===== src/rtl/i2s_rx_pkg.sv =====
package i2s_rx_pkg;
    typedef enum logic {
        MODE_SHORT = 1'b0,
        MODE_LONG  = 1'b1
    } slot_mode_e;

    localparam int DEF_SHORT_BITS = 16;
    localparam int DEF_LONG_BITS  = 32;
    localparam int DEF_SYNC_STAGES = 2;
endpackage


===== src/rtl/i2s_rx_sync.sv =====
module i2s_rx_sync #(
    parameter int STAGES = 2
) (
    input  logic clk,
    input  logic rst_n,
    input  logic sck,
    input  logic ws,
    input  logic sd,
    output logic ws_s,
    output logic sd_s,
    output logic bit_stb
);
    localparam int W = 3;

    logic [W-1:0] stage_q [STAGES];
    logic         sck_last_q;

    genvar g;
    generate
        for (g = 0; g < STAGES; g++) begin : g_stage
            always_ff @(posedge clk or negedge rst_n) begin
                if (!rst_n) begin
                    stage_q[g] <= '0;
                end else if (g == 0) begin
                    stage_q[g] <= {sck, ws, sd};
                end else begin
                    stage_q[g] <= stage_q[(g == 0) ? 0 : g - 1];
                end
            end
        end
    endgenerate

    always_ff @(posedge clk or negedge rst_n) begin
        if (!rst_n) begin
            sck_last_q <= 1'b0;
        end else begin
            sck_last_q <= stage_q[STAGES-1][2];
        end
    end

    assign ws_s    = stage_q[STAGES-1][1];
    assign sd_s    = stage_q[STAGES-1][0];
    assign bit_stb = stage_q[STAGES-1][2] & ~sck_last_q;
endmodule


===== src/rtl/i2s_rx_deser.sv =====
module i2s_rx_deser
    import i2s_rx_pkg::*;
#(
    parameter int SHORT_BITS = DEF_SHORT_BITS,
    parameter int LONG_BITS  = DEF_LONG_BITS
) (
    input  logic                 clk,
    input  logic                 rst_n,
    input  logic                 bit_stb,
    input  logic                 ws,
    input  logic                 sd,
    input  logic                 ws_pol,
    input  logic                 dly_en,
    output logic [LONG_BITS-1:0] left,
    output logic [LONG_BITS-1:0] right,
    output logic                 frame_valid,
    output logic                 mode_long,
    output logic                 fmt_err
);
    localparam int CW  = $clog2(LONG_BITS * 2) + 1;
    localparam int PAD = LONG_BITS - SHORT_BITS;

    typedef struct packed {
        logic [1:0]           warm;
        logic                 ws_p;
        logic                 wsl;
        logic [CW-1:0]        cnt;
        logic [LONG_BITS-1:0] sh;
        logic [LONG_BITS-1:0] lhold;
        logic                 lok;
        slot_mode_e           mode;
        logic [LONG_BITS-1:0] lout;
        logic [LONG_BITS-1:0] rout;
        logic                 valid;
        logic                 err;
    } st_t;

    st_t st_d, st_q;

    logic                 ws_eff_d;
    logic                 edge_d;
    logic                 good_s_d;
    logic                 good_l_d;
    logic                 is_right_d;
    logic                 half_ok_d;
    logic [LONG_BITS-1:0] word_d;

    always_comb begin
        st_d        = st_q;
        st_d.valid  = 1'b0;
        st_d.err    = 1'b0;
        ws_eff_d    = dly_en ? st_q.ws_p : ws;
        edge_d      = (ws_eff_d != st_q.wsl);
        good_s_d    = (st_q.cnt == CW'(SHORT_BITS));
        good_l_d    = (st_q.cnt == CW'(LONG_BITS));
        is_right_d  = st_q.wsl ^ ws_pol;
        word_d      = good_l_d ? st_q.sh : {st_q.sh[SHORT_BITS-1:0], {PAD{1'b0}}};
        half_ok_d   = 1'b0;

        if (bit_stb) begin
            st_d.ws_p = ws;
            st_d.wsl  = ws_eff_d;
            if (st_q.warm != 2'd3) begin
                // discard the partial slot seen before the first transition
                if (st_q.warm != 2'd2 || edge_d) begin
                    st_d.warm = st_q.warm + 2'd1;
                end
                st_d.cnt = CW'(1);
                st_d.sh  = LONG_BITS'(sd);
            end else if (edge_d) begin
                if (!(good_s_d || good_l_d)) begin
                    st_d.err  = 1'b1;
                    half_ok_d = 1'b0;
                end else begin
                    st_d.mode = good_l_d ? MODE_LONG : MODE_SHORT;
                    half_ok_d = (st_d.mode == st_q.mode);
                end
                if (!is_right_d) begin
                    st_d.lhold = word_d;
                    st_d.lok   = half_ok_d;
                end else begin
                    if (st_q.lok && half_ok_d) begin
                        st_d.valid = 1'b1;
                        st_d.lout  = st_q.lhold;
                        st_d.rout  = word_d;
                    end
                    st_d.lok = 1'b0;
                end
                st_d.cnt = CW'(1);
                st_d.sh  = LONG_BITS'(sd);
            end else begin
                if (st_q.cnt != {CW{1'b1}}) begin
                    st_d.cnt = st_q.cnt + CW'(1);
                end
                st_d.sh = {st_q.sh[LONG_BITS-2:0], sd};
            end
        end
    end

    always_ff @(posedge clk or negedge rst_n) begin
        if (!rst_n) begin
            st_q      <= '0;
            st_q.mode <= MODE_SHORT;
        end else begin
            st_q <= st_d;
        end
    end

    assign left        = st_q.lout;
    assign right       = st_q.rout;
    assign frame_valid = st_q.valid;
    assign mode_long   = (st_q.mode == MODE_LONG);
    assign fmt_err     = st_q.err;
endmodule


===== src/rtl/i2s_rx_auto.sv =====
module i2s_rx_auto
    import i2s_rx_pkg::*;
#(
    parameter int SHORT_BITS  = DEF_SHORT_BITS,
    parameter int LONG_BITS   = DEF_LONG_BITS,
    parameter int SYNC_STAGES = DEF_SYNC_STAGES
) (
    input  logic                 clk,
    input  logic                 rst_n,
    input  logic                 sck,
    input  logic                 ws,
    input  logic                 sd,
    input  logic                 ws_pol,
    input  logic                 dly_en,
    output logic [LONG_BITS-1:0] left,
    output logic [LONG_BITS-1:0] right,
    output logic                 frame_valid,
    output logic                 mode_long,
    output logic                 fmt_err
);
    logic ws_s;
    logic sd_s;
    logic bit_stb;

    i2s_rx_sync #(
        .STAGES (SYNC_STAGES)
    ) u_sync (
        .clk     (clk),
        .rst_n   (rst_n),
        .sck     (sck),
        .ws      (ws),
        .sd      (sd),
        .ws_s    (ws_s),
        .sd_s    (sd_s),
        .bit_stb (bit_stb)
    );

    i2s_rx_deser #(
        .SHORT_BITS (SHORT_BITS),
        .LONG_BITS  (LONG_BITS)
    ) u_deser (
        .clk         (clk),
        .rst_n       (rst_n),
        .bit_stb     (bit_stb),
        .ws          (ws_s),
        .sd          (sd_s),
        .ws_pol      (ws_pol),
        .dly_en      (dly_en),
        .left        (left),
        .right       (right),
        .frame_valid (frame_valid),
        .mode_long   (mode_long),
        .fmt_err     (fmt_err)
    );
endmodule


===== config.mk =====
export PLATFORM = sky130hd
export DESIGN_NAME = i2s_rx_auto
export DESIGN_NICKNAME = d
export VERILOG_FILES = /design/src/rtl/i2s_rx_pkg.sv /design/src/rtl/i2s_rx_sync.sv /design/src/rtl/i2s_rx_deser.sv /design/src/rtl/i2s_rx_auto.sv
export SDC_FILE = /design/constraint.sdc
export NUM_CORES = 1
export LEC_CHECK = 0
export CORE_MARGIN = 2
export CORE_UTILIZATION = 58
export DETAILED_ROUTE_END_ITERATION = 16
export GPL_TIMING_DRIVEN = 0
export PLACE_DENSITY = 0.82
export SYNTH_ARGS = -nofsm -noshare
export SYNTH_HDL_FRONTEND = slang
export SYNTH_SLANG_ARGS = --single-unit
export TNS_END_PERCENT = 1

===== constraint.sdc =====
create_clock -name clk -period 5.6 [get_ports clk]
set_input_delay 1.12 -clock clk [delete_from_list [all_inputs] [get_ports clk]]
set_output_delay 1.12 -clock clk [all_outputs]
set_load 0.005 [all_outputs]

=== Word level (Yosys, flattened, before mapping) ===
Index checks and enable logic that the tools add are counted.

* $add $sub $neg: 2
* Eq/ne operators: 7
* Mux-type cells: 17
* Bitwise gates (word level): 5
* Reductions and logical operators: 10

{| class="wikitable"
|+ Operators with widths
! kind !! count
|-
| 2-to-1 mux 39 bit || 2
|-
| 2-to-1 mux 32 bit || 1
|-
| 2-to-1 mux 1 bit || 10
|-
| AND reduction 4 bit || 2
|-
| adder 7 x 1 -> 7 bit (second input constant) || 1
|-
| == test 7 x 5 -> 1 bit (second input constant) || 1
|-
| == test 7 x 6 -> 1 bit (second input constant) || 1
|-
| 2-to-1 mux 7 bit || 1
|-
| != test 7 bit (second input constant) || 1
|-
| 2-to-1 mux 2 bit || 3
|-
| AND reduction 3 bit || 2
|-
| AND reduction 5 bit || 1
|-
| != test 2 bit (second input constant) || 2
|-
| inverter 1 bit || 3
|-
| nonzero test 3 bit || 1
|-
| adder 2 x 1 -> 2 bit (second input constant) || 1
|-
| logical OR 1 bit || 2
|-
| AND reduction 2 bit || 1
|-
| bitwise AND 1 bit || 1
|-
| == test 1 bit || 1
|-
| logical AND 1 bit || 1
|-
| != test 1 bit || 1
|-
| bitwise XOR 1 bit || 1
|}

* Output and inout port bits: 67
* Input bits: 7
* Register bits: 150

=== Longest topological paths before layout ===
* Word-level depth: 13
* Depth in mapped cells: 8

=== Modules after synthesis ===
From an unflattened synthesis, not the netlist that was laid out.

* Cell total of the unflattened synthesis: 532
* Area total of the unflattened synthesis: 6660.1 µm²

{| class="wikitable"
|+ By module, submodules not included
! module !! area each (µm²) !! cells an instance !! times used
|-
| i2s_rx_deser || 6471.2 || 524 || 1
|-
| i2s_rx_sync || 188.9 || 8 || 1
|}

=== Worst setup path after synthesis ===
No wires, ideal clock.

* Path kind: in2reg
* Start point: in dly_en
* End point: reg u_deser.st_q (netlist bit u_deser.left[26])
* Stages on the path: 5
* Setup slack: 2.713 ns
* Data arrival time: 2.763 ns
* Required time: 5.475 ns
* Path through: mux2i_1 -> mux2i_1 -> nor3_4 -> buf_6 -> mux2_2

* Longest elaborated chain between the ends: 3

{| class="wikitable"
|+ RTL lines
! item !! line !! source
|-
| start, declared || i2s_rx_auto.sv:14 || <nowiki>input logic dly_en,</nowiki>
|-
| 2-to-1 mux 1 bit || i2s_rx_deser.sv:52 || <nowiki>ws_eff_d = dly_en ? st_q.ws_p : ws;</nowiki>
|-
| != test 1 bit || i2s_rx_deser.sv:53 || <nowiki>edge_d = (ws_eff_d != st_q.wsl);</nowiki>
|-
| AND reduction 5 bit (no line) || - ||
|-
| end signal, assigned || i2s_rx_deser.sv:105 || <nowiki>st_q <= st_d;</nowiki>
|-
| end, declared || i2s_rx_deser.sv:38 || <nowiki>st_t st_d, st_q;</nowiki>
|}

No other way between the ends.
A chain may end at the register's enable or synchronous reset.

=== Worst setup path after layout ===
* Start point: in dly_en
* End point: reg u_deser.st_q (netlist bit u_deser.right[0])

The elaborated chain is that of the path after synthesis.

==> results.sh <==
export IMPL_outcome="completed"
export IMPL_worst_pin_slew_ns=0.745
export IMPL_finish_instance_area_um2=8050
export IMPL_cts_root_buffer_cell="sky130_fd_sc_hd__clkbuf_8"
export IMPL_finish_net_count=574
export IMPL_final_period_minus_worst_setup_slack_ns=3.36
export IMPL_layout_commonest_cell="sky130_fd_sc_hd__dfrtp_1"
export IMPL_globalRouteTotalUtil_pct=22.9
export IMPL_critPathMaxStageDelay_ns=0.71
export IMPL_skew_ns=0.00759
export IMPL_die_height_um=110
export IMPL_grt_antenna_before_repair=0
export IMPL_cellLeakagePower_nw=4.06
export IMPL_cellInternalPower_mw=1.88
export IMPL_wirelength_um=12500
export IMPL_worstPathMaxFanout=10
export IMPL_maxSlewViolCount=0
export IMPL_fp_coreArea_um2=10900
export IMPL_detailed_place_area_um2=7460
export IMPL_routed_via_density=5.53
export IMPL_gp_congestion=0.833
export IMPL_layout_common_cells="sky130_fd_sc_hd__dfrtp_1 (150), sky130_fd_sc_hd__mux2_2 (109), sky130_fd_sc_hd__clkdlybuf4s50_1 (72)"
export IMPL_cts_buffers_inserted=17
export IMPL_grt_start_max_net_pins=110
export IMPL_cts_hold_buffers=0
export IMPL_avgSynthCellArea_um2=13.9
export IMPL_cell_family_contributing_the_most_delay_on_the_critical_path="multiplexers"
export IMPL_timing_hold_violations_final=0
export IMPL_cellPowerDensity_nw_per_um2=300
export IMPL_syn_cell_area_um2=6520
export IMPL_sequentialPowerShare_pct=47.0
export IMPL_share_comb_of_total_power_pct=6.3
export IMPL_clk_transition_reported_paths_ns=0.06
export IMPL_startpoint_type_of_the_worst_setup_path="input pin"
export IMPL_cts_tree="yes"
export IMPL_cp_required_ns=6.01
export IMPL_timing_max_slew_rel_slack_pct=50.2
export IMPL_share_clk_of_total_power_pct=46.7
export IMPL_worstPathArrival_ns=3.77
export IMPL_setup_viol=0
export IMPL_synthesis_instances=470
export IMPL_multiInputGateArea_um2=2120
export IMPL_yosysUniqueCellTypes=39
export IMPL_rsz0062_at_grt="no"
export IMPL_buffer_ports_inserted=73
export IMPL_design_die_area_um2=12100
export IMPL_synth_net_count=481
export IMPL_cts_htree_levels=4
export IMPL_drtPass1Iterations=5
export IMPL_antenna_cells_inserted=0
export IMPL_clkLatencyLatePin_ns=0.53
export IMPL_sw_frac_of_total_pct=22.2
export IMPL_start_util_pct=59.9
export IMPL_layout_drive_gt1_share_pct=38.2
export IMPL_postCtsResizedCells=0
export IMPL_ys_ff_latch=150
export IMPL_number_of_enable_flip_flop_cells_after_synthesis=0
export IMPL_layoutNonFillerInstCount=714
export IMPL_totalPowerFinal_mw=2.41
export IMPL_path_buf_inv=2
export IMPL_synth_ff_type="sky130_fd_sc_hd__dfrtp_1"
export IMPL_placed_cell_count=684
export IMPL_max_freq_ghz=0.298
export IMPL_clock_net_sink_count=150
export IMPL_worst_r2r_setup_slack_ns=2.79
export IMPL_switchingPower_mw=0.537
export IMPL_total_vias_in_the_final_route=3949
export IMPL_width_of_the_chip_um=110
export IMPL_drc_errors=0
export IMPL_drt_wirelength_per_cell_um=17.5
export IMPL_path_common_cell="sky130_fd_sc_hd__mux2i_1"
export IMPL_synth_area_leaders="sky130_fd_sc_hd__dfrtp_1 (58%), sky130_fd_sc_hd__mux2_2 (19%), sky130_fd_sc_hd__buf_4 (7.4%)"
export IMPL_critPathCaptureType="flip-flop"
export IMPL_path_class="input pin to flip-flop"
export IMPL_ys_seq_area_share_pct=57.5
export IMPL_route_antenna_remaining_nets=0
export IMPL_layout_area_overhead_vs_synth_pct=23.3
export IMPL_filler_cell_count=757
export IMPL_asyncSetResetFlopFracSynth_pct=100
export IMPL_synth_largest_area_cell="sky130_fd_sc_hd__dfrtp_1"
export IMPL_crit_chain="clkdlybuf4s50_1 -> mux2i_1 -> mux2i_1 -> nor3_4 -> buf_6 -> mux2_2"
export IMPL_io_pins=74
export IMPL_synth_top_area_share_pct=57.5
export IMPL_max_vdd_ir_drop_mv=0.238
export IMPL_core_rowCount=38
export IMPL_grt_pass1_vias=4033
export IMPL_cts_post_setup_buffers_inserted=0
export IMPL_drt_iter0_drc=252
export IMPL_post_dp_hpwl_um=8290
export IMPL_cts_root_to_sink_buffers=2
export IMPL_synth_warnings=0
export IMPL_final_seq_area_um2=3750
export IMPL_fin_crit_sh_pct=60.0
export IMPL_overflow=0
export IMPL_slowest_stage="sky130_fd_sc_hd__nor3_4"
export IMPL_timing_hold_worst_class="flip-flop to flip-flop"
export IMPL_global_route_wire_length_before_repair_um=20500
export IMPL_drv_cap=0
==> per-layer routing <==
layer	global-route usage, %	part of all wire, %
met1	30.2	42
met2	35.8	51
met3	6.23	5.6
met4	10.1	1.7
met5	0	0
==> state kept, by name (all words and copies together), names as in the netlist <==
signal,flops
u_deser.frame_valid,1
u_deser.fmt_err,1
u_deser.left,32
u_sync.sck_last_q,1
u_deser.mode_long,1
u_sync.stage_q,4
u_deser.st_q,76
u_sync.ws_s,1
u_deser.right,32
u_sync.sd_s,1
==> through the flow <==
stage	util, %	TNS [ns]	hold slack [ns]	setup WS [ns]
2_1_floorplan	-	0	0.331	2.71
3_3_place_gp	68.2	-334.63	0.333	-2.24
3_5_place_dp	68.5	0	0.339	1.76
4_1_cts	73.9	0	0.355	2.26
5_1_grt	73.9	0	0.376	2.07
6_report	73.9	0	0.354	2.24
==> power groups by stage <==
stage / combinational [mW] / sequential (mW) / clock [mW]
after CTS: 0.155 / 1.13 / 1.15
final: 0.153 / 1.14 / 1.13
after floorplan: 0.0958 / 1.15 / 0
after global placement: 0.141 / 1.15 / 0
after detailed placement: 0.152 / 1.15 / 0
after global routing: 0.173 / 1.14 / 1.19
==> layout make-up <==
cell class	count	area share, %
timing repair buffer	74	9.44
multi-input combinational	226	26.4
tap	140	2.18
clock inverter	8	1.54
clock buffer	22	5.75
inverter	6	0.280
buffer	88	7.74
sequential	150	46.7
==> final timing paths <==
kind                              startpoint                end  depth (start not counted)
min reg2reg                u_sync.stage_q[3]        u_sync.sd_s                          0
max in group asynchronous              rst_n  u_deser.right[16]                          2
min                        u_sync.stage_q[3]        u_sync.sd_s                          0
max                                   dly_en   u_deser.right[0]                          6
max reg2reg                u_deser.st_q[132]   u_deser.right[0]                          8
min in group asynchronous              rst_n   u_deser.st_q[71]                          1
==> cells in the mapped netlist, drive strengths merged (4+ instances only) <==
master    n
dfrtp   150
mux2    114
buf      79
a22o     33
and3     17
nand2    11
clkbuf    9
inv       6
a21oi     5
ha        4
mux2i     4
==> logic make-up (layout without fill, tap and decap cells) <==
family	after synthesis	in the layout	synth area share, %
compound gates	48	48	6.10
xor+xnor	4	4	0.537
fa+ha+maj	4	4	0.767
buf+inv	94	198	9.90
flops	150	150	57.5
mux	118	118	20.3
simple gates	52	52	4.87
==> worst register-to-register path, cell delays in order, from the launching register on <==
cell and delay (ns):
sky130_fd_sc_hd__dfrtp_1 0.39, sky130_fd_sc_hd__inv_1 0.09, sky130_fd_sc_hd__ha_1 0.16, sky130_fd_sc_hd__nor4b_1 0.29
sky130_fd_sc_hd__buf_2 0.27, sky130_fd_sc_hd__o2111ai_2 0.19, sky130_fd_sc_hd__nor3_4 0.67, sky130_fd_sc_hd__buf_6 0.28
sky130_fd_sc_hd__mux2_2 0.35
Note: power is estimated with default switching activity, not from simulation.
